### config.mk
export PLATFORM = sky130hd
export DESIGN_NAME = mux_bus_master
export DESIGN_NICKNAME = d
export VERILOG_FILES = /design/src/rtl/mbm_pkg.sv /design/src/rtl/mbm_seq.sv /design/src/rtl/mbm_pins.sv /design/src/rtl/mux_bus_master.sv
export SDC_FILE = /design/constraint.sdc
export NUM_CORES = 1
export LEC_CHECK = 0
export ABC_AREA = 0
export CORE_ASPECT_RATIO = 1.4
export CORE_MARGIN = 1.5
export CORE_UTILIZATION = 44
export CTS_CLUSTER_DIAMETER = 150
export DETAILED_ROUTE_END_ITERATION = 6
export PLACE_DENSITY = 0.77
export SLEW_MARGIN = 10
export SYNTH_ARGS = -nofsm -noshare
export SYNTH_HDL_FRONTEND = slang
export SYNTH_HIERARCHICAL = 1
export SYNTH_SLANG_ARGS = --single-unit
export TNS_END_PERCENT = 1
### constraint.sdc
create_clock -name clk -period 1.8 [get_ports clk]
set_input_delay 0.45 -clock clk [delete_from_list [all_inputs] [get_ports clk]]
set_output_delay 0.45 -clock clk [all_outputs]
set_load 0.1 [all_outputs]
### src/rtl/mbm_pkg.sv
package mbm_pkg;
    parameter int unsigned DAL_W = 16;
    parameter int unsigned LEN_W = 8;
    parameter int unsigned BM_W  = 2;
    localparam int unsigned ADDR_STEP = DAL_W / 8;

    typedef enum logic [1:0] {
        ST_IDLE,
        ST_ADDR,
        ST_DATA
    } bus_state_e;

    typedef struct packed {
        bus_state_e       st;
        logic [DAL_W-1:0] addr;
        logic             wr;
        logic [BM_W-1:0]  mask;
        logic [LEN_W-1:0] left;
        logic [DAL_W-1:0] wdata;
        logic [DAL_W-1:0] rdata;
        logic             done;
        logic             stop;
    } seq_t;
endpackage

### src/rtl/mbm_seq.sv
module mbm_seq
    import mbm_pkg::*;
(
    input  logic             clk,
    input  logic             rst_n,
    input  logic             cfg_rel_en,
    input  logic             req_start,
    input  logic [DAL_W-1:0] req_addr,
    input  logic             req_write,
    input  logic [BM_W-1:0]  req_bytes,
    input  logic [LEN_W-1:0] req_len,
    input  logic [DAL_W-1:0] req_wdata,
    input  logic             bus_ready,
    input  logic             bus_rel,
    input  logic [DAL_W-1:0] dal_in,
    output bus_state_e       st,
    output logic [DAL_W-1:0] cur_addr,
    output logic             cur_wr,
    output logic [BM_W-1:0]  cur_mask,
    output logic [DAL_W-1:0] cur_wdata,
    output logic [DAL_W-1:0] rd_data,
    output logic             word_done
);
    seq_t s_d, s_q;
    logic rel_hit;

    always_comb begin
        s_d      = s_q;
        s_d.done = 1'b0;
        rel_hit  = cfg_rel_en && bus_rel;
        case (s_q.st)
            ST_IDLE: begin
                if (req_start) begin
                    s_d.st   = ST_ADDR;
                    s_d.addr = req_addr;
                    s_d.wr   = req_write;
                    for (int i = 0; i < int'(BM_W); i++) begin
                        s_d.mask[i] = !req_bytes[i];
                    end
                    s_d.left = req_len;
                    s_d.stop = 1'b0;
                end
            end
            ST_ADDR: begin
                s_d.st = ST_DATA;
                if (s_q.wr) s_d.wdata = req_wdata;
                if (rel_hit) s_d.stop = 1'b1;
            end
            ST_DATA: begin
                if (rel_hit) s_d.stop = 1'b1;
                if (bus_ready) begin
                    s_d.done = 1'b1;
                    if (!s_q.wr) s_d.rdata = dal_in;
                    if (s_q.left == '0 || s_q.stop || rel_hit) begin
                        s_d.st = ST_IDLE;
                    end else begin
                        s_d.st   = ST_ADDR;
                        s_d.addr = s_q.addr + DAL_W'(ADDR_STEP);
                        s_d.left = s_q.left - 1'b1;
                    end
                end
            end
            default: s_d.st = ST_IDLE;
        endcase
    end

    always_ff @(posedge clk or negedge rst_n) begin
        if (!rst_n) begin
            s_q      <= '0;
            s_q.st   <= ST_IDLE;
            s_q.mask <= '1;
        end else begin
            s_q <= s_d;
        end
    end

    assign st        = s_q.st;
    assign cur_addr  = s_q.addr;
    assign cur_wr    = s_q.wr;
    assign cur_mask  = s_q.mask;
    assign cur_wdata = s_q.wdata;
    assign rd_data   = s_q.rdata;
    assign word_done = s_q.done;
endmodule

### src/rtl/mbm_pins.sv
module mbm_pins
    import mbm_pkg::*;
(
    input  bus_state_e       st,
    input  logic [DAL_W-1:0] cur_addr,
    input  logic             cur_wr,
    input  logic [BM_W-1:0]  cur_mask,
    input  logic [DAL_W-1:0] cur_wdata,
    output logic [DAL_W-1:0] dal_out,
    output logic             dal_oe,
    output logic             ctl_oe,
    output logic             bus_rd,
    output logic             bus_xin,
    output logic             bus_xout,
    output logic             bus_das,
    output logic [BM_W-1:0]  bus_bm
);
    logic in_addr, in_data, own;

    assign in_addr = (st == ST_ADDR);
    assign in_data = (st == ST_DATA);
    assign own     = in_addr || in_data;

    assign ctl_oe   = own;
    assign bus_rd   = own && !cur_wr;
    assign bus_das  = !in_data;
    assign bus_xin  = in_data && !cur_wr;
    assign bus_xout = in_addr || (in_data && cur_wr);
    assign dal_oe   = in_addr || (in_data && cur_wr);
    assign dal_out  = in_addr ? cur_addr : cur_wdata;

    for (genvar g = 0; g < int'(BM_W); g++) begin : g_lane
        assign bus_bm[g] = own ? cur_mask[g] : 1'b1;
    end
endmodule

### src/rtl/mux_bus_master.sv
module mux_bus_master
    import mbm_pkg::*;
(
    input  logic             clk,
    input  logic             rst_n,
    input  logic             cfg_rel_en,
    input  logic             req_start,
    input  logic [DAL_W-1:0] req_addr,
    input  logic             req_write,
    input  logic [BM_W-1:0]  req_bytes,
    input  logic [LEN_W-1:0] req_len,
    input  logic [DAL_W-1:0] req_wdata,
    input  logic             bus_ready,
    input  logic             bus_rel,
    input  logic [DAL_W-1:0] dal_in,
    output logic [DAL_W-1:0] dal_out,
    output logic             dal_oe,
    output logic             ctl_oe,
    output logic             bus_rd,
    output logic             bus_xin,
    output logic             bus_xout,
    output logic             bus_das,
    output logic [BM_W-1:0]  bus_bm,
    output logic             busy,
    output logic             word_done,
    output logic [DAL_W-1:0] rd_data
);
    bus_state_e       st;
    logic [DAL_W-1:0] cur_addr, cur_wdata;
    logic             cur_wr;
    logic [BM_W-1:0]  cur_mask;

    mbm_seq u_seq (
        .clk(clk), .rst_n(rst_n), .cfg_rel_en(cfg_rel_en),
        .req_start(req_start), .req_addr(req_addr), .req_write(req_write),
        .req_bytes(req_bytes), .req_len(req_len), .req_wdata(req_wdata),
        .bus_ready(bus_ready), .bus_rel(bus_rel), .dal_in(dal_in),
        .st(st), .cur_addr(cur_addr), .cur_wr(cur_wr), .cur_mask(cur_mask),
        .cur_wdata(cur_wdata), .rd_data(rd_data), .word_done(word_done)
    );

    mbm_pins u_pins (
        .st(st), .cur_addr(cur_addr), .cur_wr(cur_wr), .cur_mask(cur_mask),
        .cur_wdata(cur_wdata), .dal_out(dal_out), .dal_oe(dal_oe),
        .ctl_oe(ctl_oe), .bus_rd(bus_rd), .bus_xin(bus_xin),
        .bus_xout(bus_xout), .bus_das(bus_das), .bus_bm(bus_bm)
    );

    assign busy = (st != ST_IDLE);
endmodule

== Yosys cells after proc, flatten, opt, wreduce, memory -nomap -nowiden ==
Cells that the tools add are included.

* Output and inout port bits: 42
* Memories kept: 0
* Word-level logic and storage cells: 59
* Bits in latches: 0
* Memory bits (writable): 0
* Input port bits: 65
* Register bits after elaboration: 63
* Memory bits (read-only): 0

* Reductions and logical operators: 24
* Bitwise logic cells: 1
* Magnitude comparators: 0
* $add $sub $neg: 2
* $mul: 0
* Shift-type cells: 0
* Div/mod/pow operators: 0
* Muxes and demuxes: 17
* Equal/unequal tests: 6

{| class="wikitable"
|+ Operator list
! operator !! number
|-
| 2-to-1 mux 16 bit || 2
|-
| case mux 16 bit (2 select lines) || 1
|-
| 2-to-1 mux 29 bit || 1
|-
| 2-to-1 mux 18 bit || 1
|-
| adder 16 x 2 -> 16 bit, second input constant || 1
|-
| 2-to-1 mux 8 bit || 2
|-
| case mux 8 bit (2 select lines) || 1
|-
| logical NOT 8 bit || 1
|-
| subtractor 8 x 1 -> 8 bit, second input constant || 1
|-
| 2-to-1 mux 1 bit || 7
|-
| != test 2 bit, second input constant || 3
|-
| case mux 2 bit (3 select lines) || 1
|-
| AND reduction 2 bit || 3
|-
| AND reduction 3 bit || 2
|-
| nonzero test 2 bit || 3
|-
| logical AND 1 bit || 4
|-
| logical NOT 1 bit || 4
|-
| logical OR 1 bit || 4
|-
| AND reduction 4 bit || 1
|-
| == test 2 x 1 -> 1 bit, second input constant || 1
|-
| == test 2 bit, second input constant || 1
|-
| logical NOT 2 bit || 1
|-
| != test 2 x 1 -> 1 bit, second input constant || 1
|-
| case mux 1 bit (2 select lines) || 1
|-
| 2 further kinds || 2
|}

== Longest topological paths before layout ==
* Depth after elaboration: 6
* Depth in mapped cells: 11
* Depth with buffers taken out: 7

== Cells and area by module ==
The synthesis kept the hierarchy.

{| class="wikitable"
|+ Modules (own cells, without submodules)
! module !! seq. area each (µm²) !! cells an instance !! times used !! area each (µm²)
|-
| mbm_seq || 1579.0 || 343 || 1 || 3553.4
|-
| mbm_pins || 0.0 || 30 || 1 || 324.1
|-
| mux_bus_master || 0.0 || 1 || 1 || 6.3
|}

== Least setup slack after synthesis ==
OpenSTA, ideal clock, no wires.

* Path type: register -> output
* From: register u_seq/st[0] (netlist name)
* To: output bus_rd
* Stages on the path, launching flop included: 5
* Setup slack: -0.800 ns
* Arrival time: 2.150 ns
* Data required time: 1.350 ns
* Buffers on the path: 1
* Cell sequence: dfrtp_1 > buf_4 > inv_1 > ha_1 > nor2_1

* Longest elaborated chain between the ends: 3
* Elaborated cells on any way between the ends: 4
* Those cells by class: eq/ne: 2; reduce/logical: 2

{| class="wikitable"
|+ Ends and longest elaborated chain
! item !! RTL line !! RTL
|-
| == test 2 x 1 -> 1 bit / == test 2 bit (equally long branches) || mbm_pins.sv:20, mbm_pins.sv:21 ||
|-
| logical OR 1 bit (*) || mbm_pins.sv:22 || <nowiki>assign own = in_addr || in_data;</nowiki>
|-
| logical AND 1 bit (*) || mbm_pins.sv:25 || <nowiki>assign bus_rd = own && !cur_wr;</nowiki>
|-
| end: declaration || mux_bus_master.sv:19 || <nowiki>output logic bus_rd,</nowiki>
|}

Mark *: on every way between the ends. The rest lies on a longest branch, timed or not.

== Worst setup path after layout ==
* From: register u_seq/st[0] (netlist name)
* To: output dal_out[9]

* Longest elaborated chain between the ends: 2

{| class="wikitable"
|+ Ends and longest elaborated chain
! item !! RTL line !! RTL
|-
| == test 2 x 1 -> 1 bit || mbm_pins.sv:20 || <nowiki>assign in_addr = (st == ST_ADDR);</nowiki>
|-
| 2-to-1 mux 16 bit || mbm_pins.sv:30 || <nowiki>assign dal_out = in_addr ? cur_addr : cur_wdata;</nowiki>
|-
| end: declaration || mux_bus_master.sv:16 || <nowiki>output logic [DAL_W-1:0] dal_out,</nowiki>
|}

Every way passes these cells.

==> out/results.txt <==
Status - complete, but fails checks
Failing checks - negative setup slack
CP arrival - 1710 ps
Area of the multi-input gates - 1910 um^2
Setup total negative slack - -8390 ps
Vias - 3097
Post-route DRC - 0
Min Clock Period, post-route - 2160 ps
WP data required - 1350 ps
Startpoint Class - flip-flop
Max-slew violation count - 0
Die width - 82.4 um
Vias per inst - 5.45
Post-Syn Instances - 374
Max-Slew Margin vs Limit - 0.753
Pre-CTS WS - -347 ps
Fin crit share - 1.20
CP max-delay cell - dfrtp_1
Post-synth EDFFs - 0
Compound-Gate Fraction of Synth Area - 0.135
Max stage delay on crit path - 400 ps
Vias in the first global route - 3242
Reg clk slew, reported paths - 50 ps
IO Pins - 107
Simple-gate share of the synthesized area - 0.119
Post-Route WL - 10.1 mm
FF+latch count, synth - 63
Synth Area in XOR/XNOR - 0
Most common cell after layout, fill and taps aside - clkdlybuf4s50_1
Async SR Flop Fraction - 1.00
CP Class - reg -> out
Final nets - 534
# H-tree levels - 3
Share of cells above drive strength 1 - 0.400
GRT Overall Usage - 0.227
Fillcell total - 569
Final setup violation count - 38
Initial antenna violation count - 0
Die height - 114 um
Delay-heaviest family, CP - buffers and inverters
First-pass GRT wire length - 15.8 mm
Antenna-violating nets left - 0
Clock latency on the worst-skew pair - 330 ps
Clk root buf - clkbuf_16
Most used DFF post-synth - dfrtp_1
Number of hold violations in the final report - 0
Clock tree from TritonCTS - yes
Post-route cell area - 5880 um^2
Ys Warns - 6
CP Cell Sequence - buf_6, ha_4, clkbuf_16, mux2_4, buf_12
Peak fanout along the critical path - 4
GPL Wtd Cong - 0.853
RSZ-0062 raised after global routing - true
Drt wl/cell - 17.8 um
CP Launch Point - u_seq/st[0]$_DFFE_PN0P_
Die Area - 9410 um^2
Max Fclk - 464 MHz
Average size of a mapped cell - 10.4 um^2
HP Class - in -> async
# rows - 40
Sequential fraction of the synthesis area - 0.407
Largest net degree at the start of global routing - 64
Synthesized cell area - 3880 um^2
# Max-Cap Violations - 0
FF+latch area - 1580 um^2
Adder-Cell Fraction of Synth Area - 0.0354
Total gr overflow - 0
Worst Setup End Kind - output pin
Largest family of logic cells by synthesized area - multiplexers
Final worst slack - -356 ps
Multiplexer area fraction after synthesis - 0.161
Antenna diodes - 0
Core area - 8560 um^2
Placed Area - 5310 um^2
R2r startpoint - u_seq/st[1]$_DFFE_PN0P_
DR pass1 iterations - 4
Clock Tree Buf Depth - 2
Area delta synth->final - 51.5%
Post-layout util - 0.688
Sink Count - 63
Post-DP HPWL - 6.98 mm
Number of CTS-inserted buffers - 9
Most frequent cells in the layout - clkdlybuf4s50_1 (63), dfrtp_1 (61), buf_12 (47)
Worst-Margin Slew - 368 ps
WP buf/inv - 3
Initial Util - 0.454
Synth cell types - 55
Syn_nets - 450
Clock Skew - 3.22 ps
Initial DRC Count - 285
Port Buffers - 106
Hold_buf cts - 0
-- per-layer routing --
| metal | wire length, um | track usage |
|---|---|---|
| met1 | 3780 | 0.258 |
| met2 | 5390 | 0.392 |
| met3 | 524 | 0.0343 |
| met4 | 412 | 0.133 |
| met5 | 0 | 0 |
-- metrics by stage --
stage / hold WS, ps / instances
floorplan: 154 / 374
CTS: 141 / 566
global placement: 465 / 547
finish: 110 / 568
detailed placement: 472 / 547
global route: 159 / 568
-- synth_stat cells (6+ instances only) --
| library cell | instances | area (um^2) |
|---|---|---|
| dfrtp_1 | 61 | 1530 |
| buf_2 | 6 | 30.0 |
| buf_4 | 53 | 398 |
| nor2_1 | 26 | 97.6 |
| a21oi_1 | 20 | 100 |
| mux2_4 | 9 | 135 |
| nor3_1 | 10 | 50.1 |
| nand2_1 | 19 | 71.3 |
| nand4_1 | 6 | 37.5 |
| clkbuf_1 | 7 | 26.3 |
| o21ai_0 | 6 | 30.0 |
| o21ai_1 | 6 | 30.0 |
| inv_1 | 12 | 45.0 |
| nand3_1 | 9 | 45.0 |
| mux2_2 | 41 | 462 |
| ha_1 | 11 | 138 |
-- layout make-up --
class | instances | area share
multi-input cells | 229 | 0.325
clock inverters | 7 | 0.0230
flip-flops and latches | 63 | 0.268
inverters | 12 | 0.00765
well taps | 105 | 0.0223
clock buffers | 9 | 0.0383
repair buffers | 143 | 0.316
-- final timing paths --
path	end	slack, ps	cells after the start
setup / recovery	dal_out[9]	-360	5
hold / removal	u_seq/s_q[34]$_DFFE_PN0P_	110	2
setup reg to reg	u_seq/cur_addr[9]$_DFFE_PN0P_	-120	7
hold reg to reg	u_seq/cur_mask[0]$_DFFE_PN1P_	480	2
max in group asynchronous	u_seq/cur_mask[1]$_DFFE_PN1P_	1340	2
min in group clk	u_seq/cur_mask[0]$_DFFE_PN1P_	480	2
-- sequential cells by signal, summed over array words and instances, names as in the netlist --
| name | cells |
|---|---|
| u_seq/rd_data | 16 |
| u_seq/cur_wr | 1 |
| u_seq/st | 2 |
| u_seq/word_done | 1 |
| u_seq/cur_addr | 16 |
| u_seq/s_q | 9 |
| u_seq/cur_wdata | 16 |
| u_seq/cur_mask | 2 |
-- cells by family after synthesis --
logic type	Yosys count
and+or+nand+nor	92
buffers and inverters	82
AOI/OAI and AO/OA	73
DFF	63
muxes	53
adders and majority gates	11
-- what timing repair did --
item                       4_1_cts  5_1_grt
pin swaps                        1        9
gates resized for setup         11       22
setup endpoints to repair       42       50
cloned                           1        1
setup buffers                    2        1
Power is not shown: default switching activity piles up to over one toggle a cycle in this logic, so the estimate is an artifact.
